--- config.mk ---
export PLATFORM = sky130hd
export DESIGN_NAME = pulse_shifter
export DESIGN_NICKNAME = d
export VERILOG_FILES = /design/src/rtl/pulse_shifter_pkg.sv /design/src/rtl/step_gen.sv /design/src/rtl/bidir_shreg.sv /design/src/rtl/shift_ctrl.sv /design/src/rtl/pulse_shifter.sv
export SDC_FILE = /design/constraint.sdc
export NUM_CORES = 1
export LEC_CHECK = 0
export BUFFER_PORTS_ARGS = -buffer_cell sky130_fd_sc_hd__buf_2
export CAP_MARGIN = 20
export CORE_ASPECT_RATIO = 1.4
export CORE_MARGIN = 1
export CORE_UTILIZATION = 53
export CTS_BUF_LIST = sky130_fd_sc_hd__clkbuf_16
export CTS_CLUSTER_DIAMETER = 50
export CTS_CLUSTER_SIZE = 30
export DETAILED_ROUTE_END_ITERATION = 10
export PLACE_DENSITY = 0.78
export SYNTH_ARGS = -nofsm -noshare
export SYNTH_HDL_FRONTEND = slang
export SYNTH_SLANG_ARGS = --single-unit
--- constraint.sdc ---
create_clock -name clk -period 2.55 [get_ports clk]
set_clock_uncertainty 0.15 [all_clocks]
set_input_delay 0.1275 -clock clk [delete_from_list [all_inputs] [get_ports clk]]
set_output_delay 0.1275 -clock clk [all_outputs]
set_load 0.005 [all_outputs]
--- src/rtl/pulse_shifter_pkg.sv ---
package pulse_shifter_pkg;

    typedef enum logic {
        DIR_LEFT  = 1'b0,
        DIR_RIGHT = 1'b1
    } shift_dir_e;

    typedef enum logic {
        ST_IDLE = 1'b0,
        ST_RUN  = 1'b1
    } ctrl_state_e;

endpackage

--- src/rtl/step_gen.sv ---
module step_gen #(
    parameter int AMT_W = 3
) (
    input  logic             clk,
    input  logic             rst_n,
    input  logic             arm,
    input  logic [AMT_W-1:0] amt,
    input  logic             enable,
    output logic             step,
    output logic [AMT_W-1:0] count
);

    assign step = enable && (count != '0);

    always_ff @(posedge clk or negedge rst_n) begin
        if (!rst_n) begin
            count <= '0;
        end else if (arm) begin
            count <= amt;
        end else if (step) begin
            count <= count - 1'b1;
        end
    end

    AST_COUNT_DOWN: assert property (@(posedge clk) disable iff (!rst_n)
        (step && !arm) |=> (count == $past(count) - 1'b1));

    AST_IDLE_HOLD: assert property (@(posedge clk) disable iff (!rst_n)
        (!step && !arm) |=> $stable(count));

endmodule

--- src/rtl/bidir_shreg.sv ---
module bidir_shreg #(
    parameter int WIDTH = 8
) (
    input  logic             clk,
    input  logic             rst_n,
    input  logic             load,
    input  logic [WIDTH-1:0] din,
    input  logic             step_left,
    input  logic             step_right,
    output logic [WIDTH-1:0] word
);

    logic [WIDTH-1:0] nxt;

    for (genvar i = 0; i < WIDTH; i++) begin : g_cell
        logic from_low;
        logic from_high;
        if (i == 0) begin : g_lsb
            assign from_low = 1'b0;
        end else begin : g_lo
            assign from_low = word[i-1];
        end
        if (i == WIDTH - 1) begin : g_msb
            assign from_high = 1'b0;
        end else begin : g_hi
            assign from_high = word[i+1];
        end
        always_comb begin
            if (load) begin
                nxt[i] = din[i];
            end else if (step_left) begin
                nxt[i] = from_low;
            end else if (step_right) begin
                nxt[i] = from_high;
            end else begin
                nxt[i] = word[i];
            end
        end
    end

    always_ff @(posedge clk or negedge rst_n) begin
        if (!rst_n) begin
            word <= '0;
        end else begin
            word <= nxt;
        end
    end

    AST_NO_DUAL_STEP: assert property (@(posedge clk) disable iff (!rst_n)
        !(step_left && step_right));

    AST_LEFT_MOVE: assert property (@(posedge clk) disable iff (!rst_n)
        (step_left && !load) |=> (word[0] == 1'b0));

    AST_RIGHT_MOVE: assert property (@(posedge clk) disable iff (!rst_n)
        (step_right && !load) |=> (word[WIDTH-1] == 1'b0));

endmodule

--- src/rtl/shift_ctrl.sv ---
module shift_ctrl #(
    parameter int WIDTH = 8
) (
    input  logic             clk,
    input  logic             rst_n,
    input  logic             load,
    input  logic             any_step,
    input  logic [WIDTH-1:0] word,
    output logic             accept,
    output logic             run,
    output logic             busy,
    output logic             done,
    output logic [WIDTH-1:0] result
);
    import pulse_shifter_pkg::*;

    ctrl_state_e state, state_nxt;
    logic        finish;

    assign run    = (state == ST_RUN);
    assign busy   = run;
    assign accept = (state == ST_IDLE) && load;
    assign finish = run && !any_step;

    always_comb begin
        state_nxt = state;
        unique case (state)
            ST_IDLE: if (load)      state_nxt = ST_RUN;
            ST_RUN:  if (!any_step) state_nxt = ST_IDLE;
            default: state_nxt = ST_IDLE;
        endcase
    end

    always_ff @(posedge clk or negedge rst_n) begin
        if (!rst_n) begin
            state <= ST_IDLE;
        end else begin
            state <= state_nxt;
        end
    end

    always_ff @(posedge clk or negedge rst_n) begin
        if (!rst_n) begin
            done   <= 1'b0;
            result <= '0;
        end else begin
            done <= finish;
            if (finish) begin
                result <= word;
            end
        end
    end

    AST_DONE_PULSE: assert property (@(posedge clk) disable iff (!rst_n)
        done |=> !done);

    AST_DONE_NOT_BUSY: assert property (@(posedge clk) disable iff (!rst_n)
        done |-> !busy);

    AST_ACCEPT_BUSY: assert property (@(posedge clk) disable iff (!rst_n)
        accept |=> busy);

    AST_BUSY_IGNORES: assert property (@(posedge clk) disable iff (!rst_n)
        (busy && load) |-> !accept);

endmodule

--- src/rtl/pulse_shifter.sv ---
module pulse_shifter #(
    parameter int WIDTH = 8,
    localparam int AMT_W = $clog2(WIDTH)
) (
    input  logic             clk,
    input  logic             rst_n,
    input  logic             load,
    input  logic [WIDTH-1:0] data_in,
    input  logic [AMT_W-1:0] amount,
    input  logic             dir,
    output logic [WIDTH-1:0] result,
    output logic             done,
    output logic             busy
);
    import pulse_shifter_pkg::*;

    logic             accept, run;
    logic             arm_left, arm_right;
    logic             step_left, step_right;
    logic [AMT_W-1:0] cnt_left, cnt_right;
    logic [WIDTH-1:0] word;

    assign arm_left  = accept && (shift_dir_e'(dir) == DIR_LEFT);
    assign arm_right = accept && (shift_dir_e'(dir) == DIR_RIGHT);

    shift_ctrl #(.WIDTH(WIDTH)) u_ctrl (
        .clk      (clk),
        .rst_n    (rst_n),
        .load     (load),
        .any_step (step_left || step_right),
        .word     (word),
        .accept   (accept),
        .run      (run),
        .busy     (busy),
        .done     (done),
        .result   (result)
    );

    step_gen #(.AMT_W(AMT_W)) u_gen_left (
        .clk    (clk),
        .rst_n  (rst_n),
        .arm    (arm_left),
        .amt    (amount),
        .enable (run),
        .step   (step_left),
        .count  (cnt_left)
    );

    step_gen #(.AMT_W(AMT_W)) u_gen_right (
        .clk    (clk),
        .rst_n  (rst_n),
        .arm    (arm_right),
        .amt    (amount),
        .enable (run),
        .step   (step_right),
        .count  (cnt_right)
    );

    bidir_shreg #(.WIDTH(WIDTH)) u_shreg (
        .clk        (clk),
        .rst_n      (rst_n),
        .load       (accept),
        .din        (data_in),
        .step_left  (step_left),
        .step_right (step_right),
        .word       (word)
    );

    AST_ONE_GEN: assert property (@(posedge clk) disable iff (!rst_n)
        !((cnt_left != '0) && (cnt_right != '0)));

    AST_RESULT_HOLD: assert property (@(posedge clk) disable iff (!rst_n)
        !$stable(result) |-> done);

    AST_IDLE_COUNTS_ZERO: assert property (@(posedge clk) disable iff (!rst_n)
        (!busy && !done) |-> ((cnt_left == '0) && (cnt_right == '0)));

endmodule

Word level (Yosys, flattened, before mapping):

Cells that the tools add are included.
Widths: inputs -> output; s select.

* flip-flop bits (word level): 24
* input bits: 15
* output and inout port bits: 10
* word-level logic and storage cells: 54

* add/sub/neg operators: 2
* multiplexer cells: 31
* bitwise gates (word level): 2
* reductions and logical operators: 13

Operators by type and width (count)
* $mux 1: 26
* $mux 3: 4
* $reduce_bool 3->1: 3
* $logic_and 1x1->1: 6
* $sub 3x1->3 const B: 2
* $reduce_bool 2->1: 2
* $not 1->1: 2
* $pmux 1 s2: 1
* $logic_not 1->1: 1
* $logic_or 1x1->1: 1

Logic depth before layout (Yosys ltp):

Gate-level depths: netlist of the first run.

* depth after elaboration: 5
* mapped depth: 7
* depth with buffers taken out: 6

Cells and area by module:

Synthesis of the first run repeated with hierarchy kept, for this count alone.

* cell total of the unflattened synthesis: 105
* area, all modules: 1291.2 sq um

Modules (own cells, without submodules)
* bidir_shreg: instances 1, cells each 41, area an instance 459.2 sq um, seq. area each 200.2 sq um
* shift_ctrl: instances 1, cells each 23, area an instance 429.2 sq um, seq. area each 250.2 sq um
* step_gen: instances 2, cells each 19, area an instance 190.2 sq um, seq. area each 75.1 sq um
* pulse_shifter: instances 1, cells each 3, area an instance 22.5 sq um, seq. area each 0.0 sq um

Worst setup path after synthesis of the first run:

No wires, ideal clock.

* path kind: register to register
* from: register u_gen_right.count[0]
* to: register u_shreg.word[1]
* library setup time: 0.126 ns
* data arrival time: 1.523 ns
* required time: 2.274 ns
* path slack: 0.751 ns
* cell stages (with the launch flop): 8
* path buffers: 2
* period minus slack after synthesis: 1.799 ns
* cells stage by stage: dfrtp_1 > inv_1 > ha_1 > ha_1 > and3_1 > buf_6 > buf_6 > a221o_1

* longest elaborated chain between the ends: 3

RTL lines
* start: declaration: line step_gen.sv:10 `output logic [AMT_W-1:0] count`
* start signal: assignment: line step_gen.sv:19 `count <= amt;`
* start signal: assignment: line step_gen.sv:21 `count <= count - 1'b1;`
* $reduce_bool 3->1: line step_gen.sv:13 `assign step = enable && (count != '0);`
* $logic_and 1x1->1: line step_gen.sv:13
* $reduce_bool 3->1 (no source line)
* end signal: assignment: line bidir_shreg.sv:45 `word <= nxt;`
* end: declaration: line bidir_shreg.sv:10 `output logic [WIDTH-1:0] word`

Every way passes these cells.
A chain may end at the register's enable or synchronous reset.

Final worst setup path of the first run:

* from: register u_gen_right.count[0]
* to: register u_ctrl.result[6]

* longest elaborated chain between the ends: 5

RTL lines
* $reduce_bool 3->1: line step_gen.sv:13
* $logic_and 1x1->1: line step_gen.sv:13
* $logic_or 1x1->1: line pulse_shifter.sv:30 `.any_step (step_left || step_right),`
* $logic_not 1->1: line shift_ctrl.sv:23 `assign finish = run && !any_step;`
* $logic_and 1x1->1: line shift_ctrl.sv:23
* end signal: assignment: line shift_ctrl.sv:49 `result <= word;`
* end: declaration: line shift_ctrl.sv:13 `output logic [WIDTH-1:0] result`

Every way passes these cells.

==> qor.yml, run 1 <==
sta:
  finalHoldViolations: 0
  timing_worst_slew_pin_value_ns: 0.658
  setup-tns-final_ns: 0
  setup_viol: 0
  max_clock_freq_mhz: 465
  finalHoldWorstSlack_ns: 0.0137
  rsz_0062_raised_after_global_routing: "no"
  timing_max_transition_violations_final: 0
  max_slew_margin: 0.561
  setup_ws_ns: 0.400
  final_min_period_over_clock_period: 0.843
  post-route-min-period_ns: 2.15
drt:
  drt-wirelength-per-cell_um: 15.0
  routed_wirelength_um: 2340
  initial_drt_markers: 17
  drtAntennaViolNets: 0
  via_total_after_detailed_routing: 916
  drt_pre_antenna_iters: 3
  drc: 0
  post_drt_via_cell_ratio: 5.87
synthesis:
  register_bit_total_from_synthesis: 24
  largest_cells_by_area_after_synthesis: "sky130_fd_sc_hd__dfrtp_1, sky130_fd_sc_hd__mux2_2, sky130_fd_sc_hd__mux2i_1"
  mappedNetlistNets: 126
  synth_cell_types: 24
  synthesis.area_um2: 1210
  seq_area_frac_synth: 0.494
  yosys_warnings: 0
  synth_area_per_cell_um2: 11.4
  synth_largest_area_cell: "sky130_fd_sc_hd__dfrtp_1"
  synth_top_area_frac: 0.494
  netlist_instances: 107
layout:
  final_cell_area_um2: 1450
  share_of_final_layout_standard_cells_stronger_than_drive_strength_1: 0.276
  fillCellCount: 175
  signed_area_change_from_the_synthesized_netlist_to_the_final_layout_pct: 19.2
  final-instance-count-excl-fill: 156
  antenna-diode-count: 0
  final_core_utilization: 0.665
  count_of_nets_after_finishing: 155
grt:
  first_global_vias: 944
  grt_pass1_wl_um: 3980
  grt_remaining_overflow: 0
  grt_use_total: 0.215
  antenna_found_initial: 0
  grt_max_degree: 25
power:
  power.sequential.fraction: 0.401
  power.share.clock: 0.220
  comb_power_share: 0.380
  total_leakage_power_nw: 0.741
  p_per_area_nw_per_um2: 1040
  power.ir.vdd_worst_uv: 640
  switching_share: 0.322
  power.internal_mw: 1.02
  power.switching_mw: 0.487
  post-layout-total-power_mw: 1.51
critical_path:
  worst_ep_arrival_ns: 2.14
  setup.worst_path.start_class: "flip-flop"
  depth_of_the_worst_register_to_register_path: 5
  critPathMaxFanout: 16
  path_class: "flip-flop to flip-flop"
  endpoint_kind: "flip-flop"
  critical_path.reg2reg.endpoint: "u_ctrl.result[6]"
  r2r_slack_ns: 0.40
  required_arrival_time_at_the_worst_endpoint_ns: 2.54
  worst_r2r_startpoint: "u_gen_right.count[0]"
placed_design:
  dp_slack_ns: 0.444
  placed_instance_area_um2: 1330
  gp_congestion: 0.699
  placed_cells_incl_taps: 149
  portBuffers: 24
  hpwl_reported_at_the_end_of_detailed_placement_um: 1530
clock_tree:
  post_cts.resized_instances: 0
  clk-insertion-delay-late_ns: 0.25
  root_buffer: "sky130_fd_sc_hd__clkbuf_16"
  post_cts_hold_buffer_count: 4
  cts_sinks: 24
  cts-htree-levels: 1
  post_cts.repair.setup_buffers: 0
  clockBufferDepth: 2
  cts-buffers-inserted: 3
  cts_tree: "yes"
  clk_pin_slew_worst_paths_ns: 0.06
floorplan:
  design.die.area_um2: 2490
  die_w_um: 42.5
  die_y_um: 58.7
  coreArea_um2: 2180
  row_count: 20
  initial_core_util: 0.558
  ioPinCount: 25
min_path:
  min_delay_path_depth: 3
  hp-start: "data_in[7]"
  hold_class: "primary input to flip-flop"
  hold_path_end: "u_shreg.word[7]"
status:
  run_status: "finished clean"
run:
  cap_viol_max_count: 0
==> cells in the final DEF, fill, tap and decap left out, drive strengths merged, types with 3 or more instances in the layout <==
cell type,instances
clkbuf,3
nand2,5
a22o,6
ha,4
nor2,10
a21oi,4
dfrtp,24
mux2i,8
buf,25
mux2,9
dlygate4sd3,4
a221o,6
inv,8
==> cells by family (layout without fill, tap and decap cells) <==
group | Yosys count | count (layout) | share of synthesized area
simple gates | 25 | 25 | 0.0999
flops | 24 | 24 | 0.494
compound gates | 22 | 22 | 0.145
mux | 17 | 17 | 0.149
buf+inv | 13 | 40 | 0.0556
fa+ha+maj | 4 | 4 | 0.0412
xor+xnor | 2 | 2 | 0.0144
==> power by group through the flow <==
stage / logic, mW / registers [mW] / clock network [mW]
after floorplan: 0.433 / 0.596 / 0
after global placement: 0.544 / 0.604 / 0
after detailed placement: 0.565 / 0.612 / 0
after CTS: 0.577 / 0.606 / 0.334
after global routing: 0.651 / 0.623 / 0.351
final: 0.574 / 0.606 / 0.332
==> worst max path at each step <==
stage,startpoint,to,cells after the start
after floorplan,u_gen_right.count[0],u_shreg.word[1],7
after global placement,u_gen_right.count[0],u_ctrl.result[0],5
after detailed placement,u_gen_right.count[0],u_ctrl.result[6],5
after CTS,u_gen_right.count[0],u_ctrl.result[6],5
after global routing,u_gen_right.count[0],u_ctrl.result[6],5
final,u_gen_right.count[0],u_ctrl.result[6],5
==> layer usage <==
layer  vias to the layer above  track usage  part of all wire
li1                        444            -                 -
met1                       446        0.224              0.39
met2                        19        0.407              0.56
met3                         7       0.0337             0.023
met4                         0        0.112             0.025
met5                         -            0                 0
==> area by class of cell <==
type | count | area, um^2 | share of cell area
flip-flops and latches | 24 | 601 | 0.415
multi-input cells | 70 | 547 | 0.378
repair buffers | 29 | 168 | 0.116
clock buffers | 3 | 75.1 | 0.0519
inverters | 8 | 30.0 | 0.0207
well taps | 22 | 27.5 | 0.0190
==> registers in the layout (all words and copies together), names as in the netlist <==
signal,cells
u_gen_left.count,3
u_ctrl.result,8
u_gen_right.count,3
u_shreg.word,8
u_ctrl.busy,1
u_ctrl.done,1
==> critical path, stage by stage (launching register included) <==
cell,delay (ns)
sky130_fd_sc_hd__dfrtp_1,0.35
sky130_fd_sc_hd__inv_1,0.08
sky130_fd_sc_hd__ha_1,0.17
sky130_fd_sc_hd__ha_1,0.24
sky130_fd_sc_hd__and3_1,0.61
sky130_fd_sc_hd__mux2_2,0.42
==> synthesized netlist by cell type <==
| library cell | count |
|---|---|
| sky130_fd_sc_hd__a211oi_1 | 1 |
| sky130_fd_sc_hd__nor2b_1 | 2 |
| sky130_fd_sc_hd__buf_2 | 3 |
| sky130_fd_sc_hd__o211ai_1 | 1 |
| sky130_fd_sc_hd__o221ai_1 | 2 |
| sky130_fd_sc_hd__mux2_2 | 9 |
| sky130_fd_sc_hd__nand2b_1 | 2 |
| sky130_fd_sc_hd__nand3_1 | 1 |
| sky130_fd_sc_hd__buf_6 | 2 |
| sky130_fd_sc_hd__and3_1 | 2 |
| sky130_fd_sc_hd__a221o_1 | 6 |
| sky130_fd_sc_hd__inv_1 | 8 |
| sky130_fd_sc_hd__nand2_1 | 5 |
| sky130_fd_sc_hd__a21oi_1 | 4 |
| sky130_fd_sc_hd__ha_1 | 4 |
| sky130_fd_sc_hd__nor2_1 | 10 |
| sky130_fd_sc_hd__mux2i_1 | 8 |
| sky130_fd_sc_hd__o21ai_0 | 1 |
| sky130_fd_sc_hd__a22o_1 | 6 |
| sky130_fd_sc_hd__xnor2_1 | 2 |
| sky130_fd_sc_hd__dfrtp_1 | 24 |
| sky130_fd_sc_hd__nor3b_1 | 1 |
| sky130_fd_sc_hd__nand3b_1 | 2 |
| sky130_fd_sc_hd__o22ai_1 | 1 |
(Power assumes the default switching activity.)
==> run 2, diff against run 1 <==
Clock period 2.55 ns to 2.1 ns, I/O delays scaled along.
==> run 2 against run 1 <==
  * Worst setup slack lost 0.26 ns
  * First-iteration DRC count grew 29%
  * Critical path depth grew 1
  * Sequential share of layout area shrank 0.64 points
  * Sequential power grew 22%
==> qor.yml, run 2 (synthesized netlist as in run 1, its figures left out) <==
sta:
  setup_viol: 0  # unchanged
  max_clock_freq_mhz: 511  # +9.9%
  setup_ws_ns: 0.143  # -0.257 ns
  final_min_period_over_clock_period: 0.932  # +0.0888
  post-route-min-period_ns: 1.96  # -0.193 ns
  max_slew_margin: 0.639  # +0.0781
  finalHoldWorstSlack_ns: 0.00740  # -0.00628 ns
  rsz_0062_raised_after_global_routing: "no"
  timing_worst_slew_pin_value_ns: 0.541  # -0.117 ns
  setup-tns-final_ns: 0  # unchanged
  finalHoldViolations: 0  # unchanged
  timing_max_transition_violations_final: 0  # unchanged
drt:
  via_total_after_detailed_routing: 936  # +2.2%
  drtAntennaViolNets: 0  # unchanged
  drc: 0  # unchanged
  routed_wirelength_um: 2400  # +2.9%
  initial_drt_markers: 22  # +5
  post_drt_via_cell_ratio: 5.89  # +0.26%
  drt-wirelength-per-cell_um: 15.1  # +0.93%
  drt_pre_antenna_iters: 5  # +2
grt:
  grt_max_degree: 25  # unchanged
  antenna_found_initial: 0  # unchanged
  grt_pass1_wl_um: 3910  # -1.9%
  grt_use_total: 0.209  # -0.00555
  first_global_vias: 952  # +0.85%
  grt_remaining_overflow: 0  # unchanged
status:
  run_status: "finished clean"
critical_path:
  critPathMaxFanout: 13  # -3
  path_class: "flip-flop to flip-flop"
  worst_ep_arrival_ns: 1.94  # -0.20 ns
  endpoint_kind: "flip-flop"
  setup.worst_path.start_class: "flip-flop"
  required_arrival_time_at_the_worst_endpoint_ns: 2.08  # -0.46 ns
clock_tree:
  cts_tree: "yes"
  cts_sinks: 24  # unchanged
  clk_pin_slew_worst_paths_ns: 0.06  # about the same
  root_buffer: "sky130_fd_sc_hd__clkbuf_16"
  post_cts.resized_instances: 0  # unchanged
  cts-htree-levels: 1  # unchanged
  cts-buffers-inserted: 3  # unchanged
  clk-insertion-delay-late_ns: 0.25  # about the same
  clockBufferDepth: 2  # unchanged
  post_cts_hold_buffer_count: 4  # unchanged
  post_cts.repair.setup_buffers: 0  # unchanged
layout:
  signed_area_change_from_the_synthesized_netlist_to_the_final_layout_pct: 21.0
  largest_registers_in_the_final_layout: "u_ctrl.result (8), u_shreg.word (8)"
  antenna-diode-count: 0  # unchanged
  share_of_final_layout_standard_cells_stronger_than_drive_strength_1: 0.292  # +0.0159
  count_of_nets_after_finishing: 158  # +1.9%
  most-common-layout-cells: "sky130_fd_sc_hd__buf_2, sky130_fd_sc_hd__dfrtp_1, sky130_fd_sc_hd__nor2_1"
  fillCellCount: 170  # -2.9%
  final_core_utilization: 0.675  # +0.0103
floorplan:
  die_y_um: 58.7  # unchanged
  die_w_um: 42.5  # unchanged
  initial_core_util: 0.558  # unchanged
  row_count: 20  # unchanged
  coreArea_um2: 2180  # unchanged
  ioPinCount: 25  # unchanged
  design.die.area_um2: 2490  # unchanged
placed_design:
  gp_congestion: 0.711  # +1.7%
  hpwl_reported_at_the_end_of_detailed_placement_um: 1620  # +6.2%
  portBuffers: 24  # unchanged
  dp_slack_ns: 0.148  # -0.296 ns
run:
  cap_viol_max_count: 0  # unchanged
power:
  total_leakage_power_nw: 0.757  # +2.2%
  power.ir.vdd_worst_uv: 889  # +39%
  post-layout-total-power_mw: 1.86  # +23%
  p_per_area_nw_per_um2: 1270  # +21%
min_path:
  hold_class: "primary input to flip-flop"
[run 2: path summary, 6_finish.rpt]
| path | from | to | slack, ns | cells past startpoint |
|---|---|---|---|---|
| setup reg to reg | u_gen_right.count[0] | u_shreg.word[6] | 0.14 | 6 |
| hold / removal | data_in[0] | u_shreg.word[0] | 0.007 | 3 |
| min in group asynchronous | rst_n | u_ctrl.result[6] | 0.21 | 2 |
| setup / recovery | u_gen_right.count[0] | u_shreg.word[6] | 0.14 | 6 |
| max in group asynchronous | rst_n | u_ctrl.result[2] | 1.24 | 2 |
| hold reg to reg | u_ctrl.result[2] | u_ctrl.result[2] | 0.35 | 1 |
[run 2: layer usage]
metal | global-route usage | part of all wire | up-vias
met2 | 0.393 | 0.55 | 24
met4 | 0.0938 | 0.014 | 0
met5 | 0 | 0 | -
li1 | - | - | 449
met1 | 0.231 | 0.42 | 459
met3 | 0.0276 | 0.019 | 4
[run 2: critical path, stage by stage (launching register included)]
cell                      delay, ns
sky130_fd_sc_hd__dfrtp_1       0.32
sky130_fd_sc_hd__inv_1         0.06
sky130_fd_sc_hd__ha_1          0.20
sky130_fd_sc_hd__ha_1          0.19
sky130_fd_sc_hd__and3_1        0.36
sky130_fd_sc_hd__buf_4         0.23
sky130_fd_sc_hd__a221o_1       0.34
[run 2: per-stage QoR]
stage / std cells / cell area, um^2
floorplan: 107 / 1210
global placement: 152 / 1360
detailed placement: 152 / 1360
CTS: 159 / 1470
global route: 159 / 1470
finish: 159 / 1470
[run 2: area by class of cell]
type                       instances  area (um^2)  share of cell area
multi-input combinational         70          547               0.372
inverter                           8         30.0              0.0204
tap                               22         27.5              0.0187
clock buffer                       3         75.1              0.0511
timing repair buffer              32          190               0.129
sequential                        24          601               0.409
[run 2: where the power goes]
part	internal, mW	switching [mW]	total, mW
sequential	0.630	0.113	0.742
combinational	0.380	0.346	0.726
clock	0.251	0.142	0.393
total	1.26	0.600	1.86
